--- config.mk ---
export PLATFORM = sky130hd
export DESIGN_NAME = edge_irq_gpio
export DESIGN_NICKNAME = d
export VERILOG_FILES = /design/src/rtl/eig_pkg.sv /design/src/rtl/eig_sync.sv /design/src/rtl/eig_irq_port.sv /design/src/rtl/edge_irq_gpio.sv
export SDC_FILE = /design/constraint.sdc
export NUM_CORES = 1
export LEC_CHECK = 0
export ABC_CLOCK_PERIOD_IN_PS = 3920
export BUFFER_PORTS_ARGS = -buffer_cell sky130_fd_sc_hd__buf_4
export CAP_MARGIN = 20
export CORE_AREA = 2 2 151 153
export CTS_CLUSTER_DIAMETER = 30
export DETAILED_ROUTE_END_ITERATION = 12
export DIE_AREA = 0 0 153 155
export PLACE_DENSITY = 0.61
export SYNTH_ARGS = -nofsm -noshare
export SYNTH_HDL_FRONTEND = slang
export SYNTH_SLANG_ARGS = --single-unit
--- constraint.sdc ---
create_clock -name clk -period 3.92 [get_ports clk]
set_input_delay 0.392 -clock clk [delete_from_list [all_inputs] [get_ports clk]]
set_output_delay 0.392 -clock clk [all_outputs]
set_load 0.01 [all_outputs]
--- src/rtl/eig_pkg.sv ---
package eig_pkg;

    // Meaning of page register bits [7:6].
    typedef enum logic [1:0] {
        PG_OFF = 2'b00,
        PG_POL = 2'b01,
        PG_EN  = 2'b10,
        PG_ID  = 2'b11
    } page_e;

    // Bus access captured from the port pins.
    typedef struct packed {
        logic       sel;
        logic       we;
        logic [3:0] addr;
    } bus_ctl_t;

    function automatic page_e page_decode(input logic [7:0] page_val);
        return page_e'(page_val[7:6]);
    endfunction

endpackage

--- src/rtl/eig_sync.sv ---
module eig_sync #(
    parameter int W      = 48,
    parameter int STAGES = 2
) (
    input  logic         clk,
    input  logic         rst,
    input  logic [W-1:0] d,
    output logic [W-1:0] q
);
    logic [W-1:0] stg [STAGES];

    generate
        for (genvar s = 0; s < STAGES; s++) begin : g_stage
            if (s == 0) begin : g_first
                always_ff @(posedge clk) begin
                    if (rst) stg[s] <= '0;
                    else     stg[s] <= d;
                end
            end else begin : g_next
                always_ff @(posedge clk) begin
                    if (rst) stg[s] <= '0;
                    else     stg[s] <= stg[s-1];
                end
            end
        end
    endgenerate

    assign q = stg[STAGES-1];
endmodule

--- src/rtl/eig_irq_port.sv ---
module eig_irq_port #(
    parameter int W = 8
) (
    input  logic         clk,
    input  logic         rst,
    input  logic [W-1:0] lvl,     // synchronised pin levels
    input  logic         wr_en,   // write to this port's enable register
    input  logic         wr_pol,  // write to this port's polarity register
    input  logic [W-1:0] wdata,
    output logic [W-1:0] en,
    output logic [W-1:0] pol,
    output logic [W-1:0] pend
);
    logic [W-1:0] prev_q;
    logic [W-1:0] rise, fall, hit, clr;

    always_comb begin
        rise = lvl & ~prev_q;
        fall = ~lvl & prev_q;
        hit  = en & ((pol & rise) | (~pol & fall));
        // Only a 1 -> 0 transition of an enable bit acknowledges the line.
        clr  = wr_en ? (en & ~wdata) : '0;
    end

    always_ff @(posedge clk) begin
        if (rst) begin
            prev_q <= '0;
            en     <= '0;
            pol    <= '0;
            pend   <= '0;
        end else begin
            prev_q <= lvl;
            if (wr_en)  en  <= wdata;
            if (wr_pol) pol <= wdata;
            // A fresh edge wins over a clear in the same cycle.
            pend   <= hit | (pend & ~clr);
        end
    end
endmodule

--- src/rtl/edge_irq_gpio.sv ---
module edge_irq_gpio
    import eig_pkg::*;
#(
    parameter int PORT_W      = 8,
    parameter int N_PORTS     = 6,
    parameter int N_IRQ_PORTS = 3,
    parameter int SYNC_STAGES = 2
) (
    input  logic                        clk,
    input  logic                        rst,
    input  logic                        bus_sel,
    input  logic                        bus_we,
    input  logic [3:0]                  bus_addr,
    input  logic [PORT_W-1:0]           bus_wdata,
    output logic [PORT_W-1:0]           bus_rdata,
    input  logic [PORT_W*N_PORTS-1:0]   pin_in,
    output logic [PORT_W*N_PORTS-1:0]   pin_drive,
    output logic                        irq
);
    localparam int N_LINES     = PORT_W * N_PORTS;
    localparam int OFS_SUMMARY = N_PORTS;
    localparam int OFS_PAGE    = N_PORTS + 1;
    localparam int OFS_IRQ0    = N_PORTS + 2;

    bus_ctl_t ctl;
    assign ctl = '{sel: bus_sel, we: bus_we, addr: bus_addr};

    logic        wr_any;
    logic [7:0]  page_q;
    page_e       pg;

    assign wr_any = ctl.sel & ctl.we;
    assign pg     = page_decode(page_q);

    // Page register.
    always_ff @(posedge clk) begin
        if (rst)                                          page_q <= '0;
        else if (wr_any && int'(ctl.addr) == OFS_PAGE)    page_q <= bus_wdata;
    end

    // Output latches, one per port.
    generate
        for (genvar p = 0; p < N_PORTS; p++) begin : g_latch
            always_ff @(posedge clk) begin
                if (rst)
                    pin_drive[p*PORT_W +: PORT_W] <= '0;
                else if (wr_any && int'(ctl.addr) == p)
                    pin_drive[p*PORT_W +: PORT_W] <= bus_wdata;
            end
        end
    endgenerate

    // Input synchronisers.
    logic [N_LINES-1:0] pin_sync;

    eig_sync #(.W(N_LINES), .STAGES(SYNC_STAGES)) u_sync (
        .clk (clk),
        .rst (rst),
        .d   (pin_in),
        .q   (pin_sync)
    );

    // Edge-detecting ports.
    logic [N_IRQ_PORTS-1:0][PORT_W-1:0] en_all, pol_all, pend_all;
    logic [N_IRQ_PORTS-1:0]             summary;

    generate
        for (genvar i = 0; i < N_IRQ_PORTS; i++) begin : g_irq
            logic hit_addr;
            assign hit_addr = wr_any && int'(ctl.addr) == OFS_IRQ0 + i;

            eig_irq_port #(.W(PORT_W)) u_port (
                .clk    (clk),
                .rst    (rst),
                .lvl    (pin_sync[i*PORT_W +: PORT_W]),
                .wr_en  (hit_addr && pg == PG_EN),
                .wr_pol (hit_addr && pg == PG_POL),
                .wdata  (bus_wdata),
                .en     (en_all[i]),
                .pol    (pol_all[i]),
                .pend   (pend_all[i])
            );

            assign summary[i] = |pend_all[i];
        end
    endgenerate

    assign irq = |summary;

    // Read mux.
    always_comb begin
        bus_rdata = '0;
        if (ctl.sel && !ctl.we) begin
            for (int k = 0; k < N_PORTS; k++)
                if (int'(ctl.addr) == k) bus_rdata = pin_sync[k*PORT_W +: PORT_W];
            if (int'(ctl.addr) == OFS_SUMMARY)
                bus_rdata = {{(PORT_W-N_IRQ_PORTS){1'b0}}, summary};
            if (int'(ctl.addr) == OFS_PAGE)
                bus_rdata = page_q;
            for (int j = 0; j < N_IRQ_PORTS; j++) begin
                if (int'(ctl.addr) == OFS_IRQ0 + j) begin
                    case (pg)
                        PG_EN:   bus_rdata = en_all[j];
                        PG_POL:  bus_rdata = pol_all[j];
                        PG_ID:   bus_rdata = pend_all[j];
                        default: bus_rdata = '0;
                    endcase
                end
            end
        end
    end
endmodule

==> impl_metrics.env <==
export IMPL_syn_instance_count=1094
export IMPL_async_reset_ff_share_pct=0
export IMPL_holdBufCountCts=0
export IMPL_start_util_pct=44.3
export IMPL_layout_drive_gt1_share_pct=20.1
export IMPL_yosysMostFrequentCell="dfxtp_1"
export IMPL_die_h_um=155
export IMPL_ios=121
export IMPL_yosys_area_top_type_share_pct=50.4
export IMPL_synth_seq_cells=248
export IMPL_reg2reg_depth=6
export IMPL_fin_tns_setup_ns=0
export IMPL_grt_pass1_wl_um=40100
export IMPL_ys_warn_count=0
export IMPL_nFillCells=2026
export IMPL_grt_pass1_vias=7176
export IMPL_synth_area_per_cell_um2=9.00
export IMPL_synth_common_cells="dfxtp_1 (248), nand2_1 (148), nor2b_1 (125), nor2_1 (99), a21oi_1 (78)"
export IMPL_fin_crit_sh_pct=84.9
export IMPL_tritoncts="yes"
export IMPL_cts_buffer_depth=3
export IMPL_ys_flop_type="dfxtp_1"
export IMPL_hp_start="pin_in[7]"
export IMPL_syn_nets=1158
export IMPL_path_clk_slew_ns=0.05
export IMPL_first_iter_violations=591
export IMPL_cts_repair_resized=0
export IMPL_cts_sinks=248
export IMPL_yosysSeqAreaShare_pct=50.4
export IMPL_yosys_area_top_type="dfxtp_1"
export IMPL_crit_family="simple AND/OR/NAND/NOR gates"
export IMPL_die_width_um=153
export IMPL_max_stage_delay_ns=0.66
export IMPL_worst_setup_path_start_kind="flop"
export IMPL_grt_max_degree=145
export IMPL_synth_edf_count=0
export IMPL_holdPathStages=2
export IMPL_criticalPathCategory="reg -> out"
export IMPL_utilization_pct=55.5
export IMPL_worstPathRequired_ns=3.53
export IMPL_setup_viol=0
export IMPL_core_um2=22200
export IMPL_post_cts_buffers=0
export IMPL_drt_total_wl_um=25800
export IMPL_placement_io_buffers=120
export IMPL_insertion_delay_ns=0.53
export IMPL_gp_congestion=0.930
export IMPL_worstPathBufferInverterCount=2
export IMPL_worstPathCellList="buf_4 > and2b_1 > a221oi_1 > nor3b_1 > a221oi_1 > nor4_1 > buf_4"
export IMPL_whs_ns=0.0638
export IMPL_htree_levels=2
export IMPL_grt_antenna_before_repair=0
export IMPL_arrival_ns=2.94
export IMPL_worstSetupEndpointType="output port"
export IMPL_drv_slew=0
export IMPL_viasPerCell=5.16
export IMPL_max_slew_worst_pin_slew_ns=0.978
export IMPL_final_cell_count_no_fill=1521
export IMPL_overflow=0
export IMPL_cp_depth=7
export IMPL_diodes=0
export IMPL_max_clock_freq_mhz=300
export IMPL_ant_nets=0
export IMPL_hold_violations=0
export IMPL_vias=7845
export IMPL_netlist_area_um2=9840
export IMPL_dp_cells=1440
export IMPL_timing_rr_start="page_q[7]$_SDFFE_PP0P_"
export IMPL_worstPathMaxFanout=29
export IMPL_slowest_stage="nor4_1"
export IMPL_areaGrowthSynthToFinish_pct=25.4
export IMPL_ir_worst_vdd_mv=0.267
export IMPL_hpwlAfterDp_um=17300
export IMPL_p_leak_nw=4.67
export IMPL_min_period_ns=3.33
export IMPL_drv_cap=0
export IMPL_cts_inserted_buffers=44
export IMPL_grt_use_total_pct=21.2
export IMPL_hp_class="in -> reg"
export IMPL_synth_area_leaders="dfxtp_1 (50%), nor2b_1 (7.9%), mux2i_1 (6.6%)"
export IMPL_rows=55
export IMPL_yosysUniqueCellTypes=51
export IMPL_clockRootBuffer="clkbuf_16"
export IMPL_crit_start="page_q[7]$_SDFFE_PP0P_"
export IMPL_drc=0
export IMPL_first_pass_iters=5
export IMPL_relSlewSlack_pct=34.8
export IMPL_powerDensity_nw_per_um2=533
export IMPL_die_area_um2=23700
export IMPL_fin_nets=1265
export IMPL_rsz0062_at_grt="false"
export IMPL_fin_skew_ns=0.0241
export IMPL_routedWlPerCell_um=17.0
export IMPL_status="complete, no violations"
[final cells by class]
class                      count  area [um^2]  area share [%]
clock buffer                  56         1220            9.85
clock inverter                25          258            2.09
inverter                       1         3.75          0.0304
multi-input combinational    775         4540            36.8
sequential                   248         4960            40.2
tap                          285          357            2.89
timing repair buffer         131         1000            8.10
[kinds of logic (layout without fill, tap and decap cells)]
group	Yosys count	count (layout)	synth area share, %
buf+inv	71	213	3.41
compound gates	202	202	11.9
simple gates	481	481	24.5
flops	248	248	50.4
mux	92	92	9.70
[metrics by stage]
stage	setup WS, ns	total power, mW	cell area (um^2)
2_1_floorplan	1.86	2.82	9840
3_3_place_gp	1.08	2.94	10900
3_5_place_dp	1.03	2.95	10900
4_1_cts	0.651	6.63	12300
5_1_grt	0.406	6.79	12300
6_report	0.590	6.57	12300
[layout by cell type (no fill, tap or decap), drive strengths merged, types with 5 or more instances in the layout]
master    count
o22ai         6
a22oi        16
nor2        101
dfxtp       248
a221oi       14
nand2b       29
inv           5
clkinvlp      5
mux2i        65
buf         131
o21ai        69
nor3          6
mux2         27
nand2       154
clkinv       13
a21oi        78
nand3        42
clkbuf       56
nor4          9
nor2b       125
[report_power, final]
part	switching, mW	internal [mW]	leakage, nW	total, mW
clock	1.27	2.41	0.715	3.68
sequential	0.0287	2.58	2.02	2.61
combinational	0.168	0.117	1.93	0.285
[sequential cells by signal, indices dropped and copies added, names as in the netlist]
signal / count
g_irq.u_port.en: 24
g_irq.u_port.pend: 24
g_irq.u_port.pol: 24
g_irq.u_port.prev_q: 24
page_q: 8
pin_drive: 48
u_sync.stg: 96
[metal layers]
layer | vias to the layer above | wire (um) | track usage, %
met4 | 0 | 721 | 7.50
met2 | 278 | 11100 | 32.0
met1 | 3569 | 12200 | 30.0
met3 | 60 | 1800 | 4.74
li1 | 3938 | - | -
met5 | - | 0 | 0
[worst paths after layout]
kind | endpoint | slack (ns)
min | u_sync.stg[0][7]$_SDFF_PP0_ | 0.06
max | bus_rdata[3] | 0.59
max reg2reg | g_irq[1].u_port.en[5]$_SDFFE_PP0P_ | 1.84
min reg2reg | u_sync.stg[1][27]$_SDFF_PP0_ | 0.43
(Power assumes the default switching activity.)
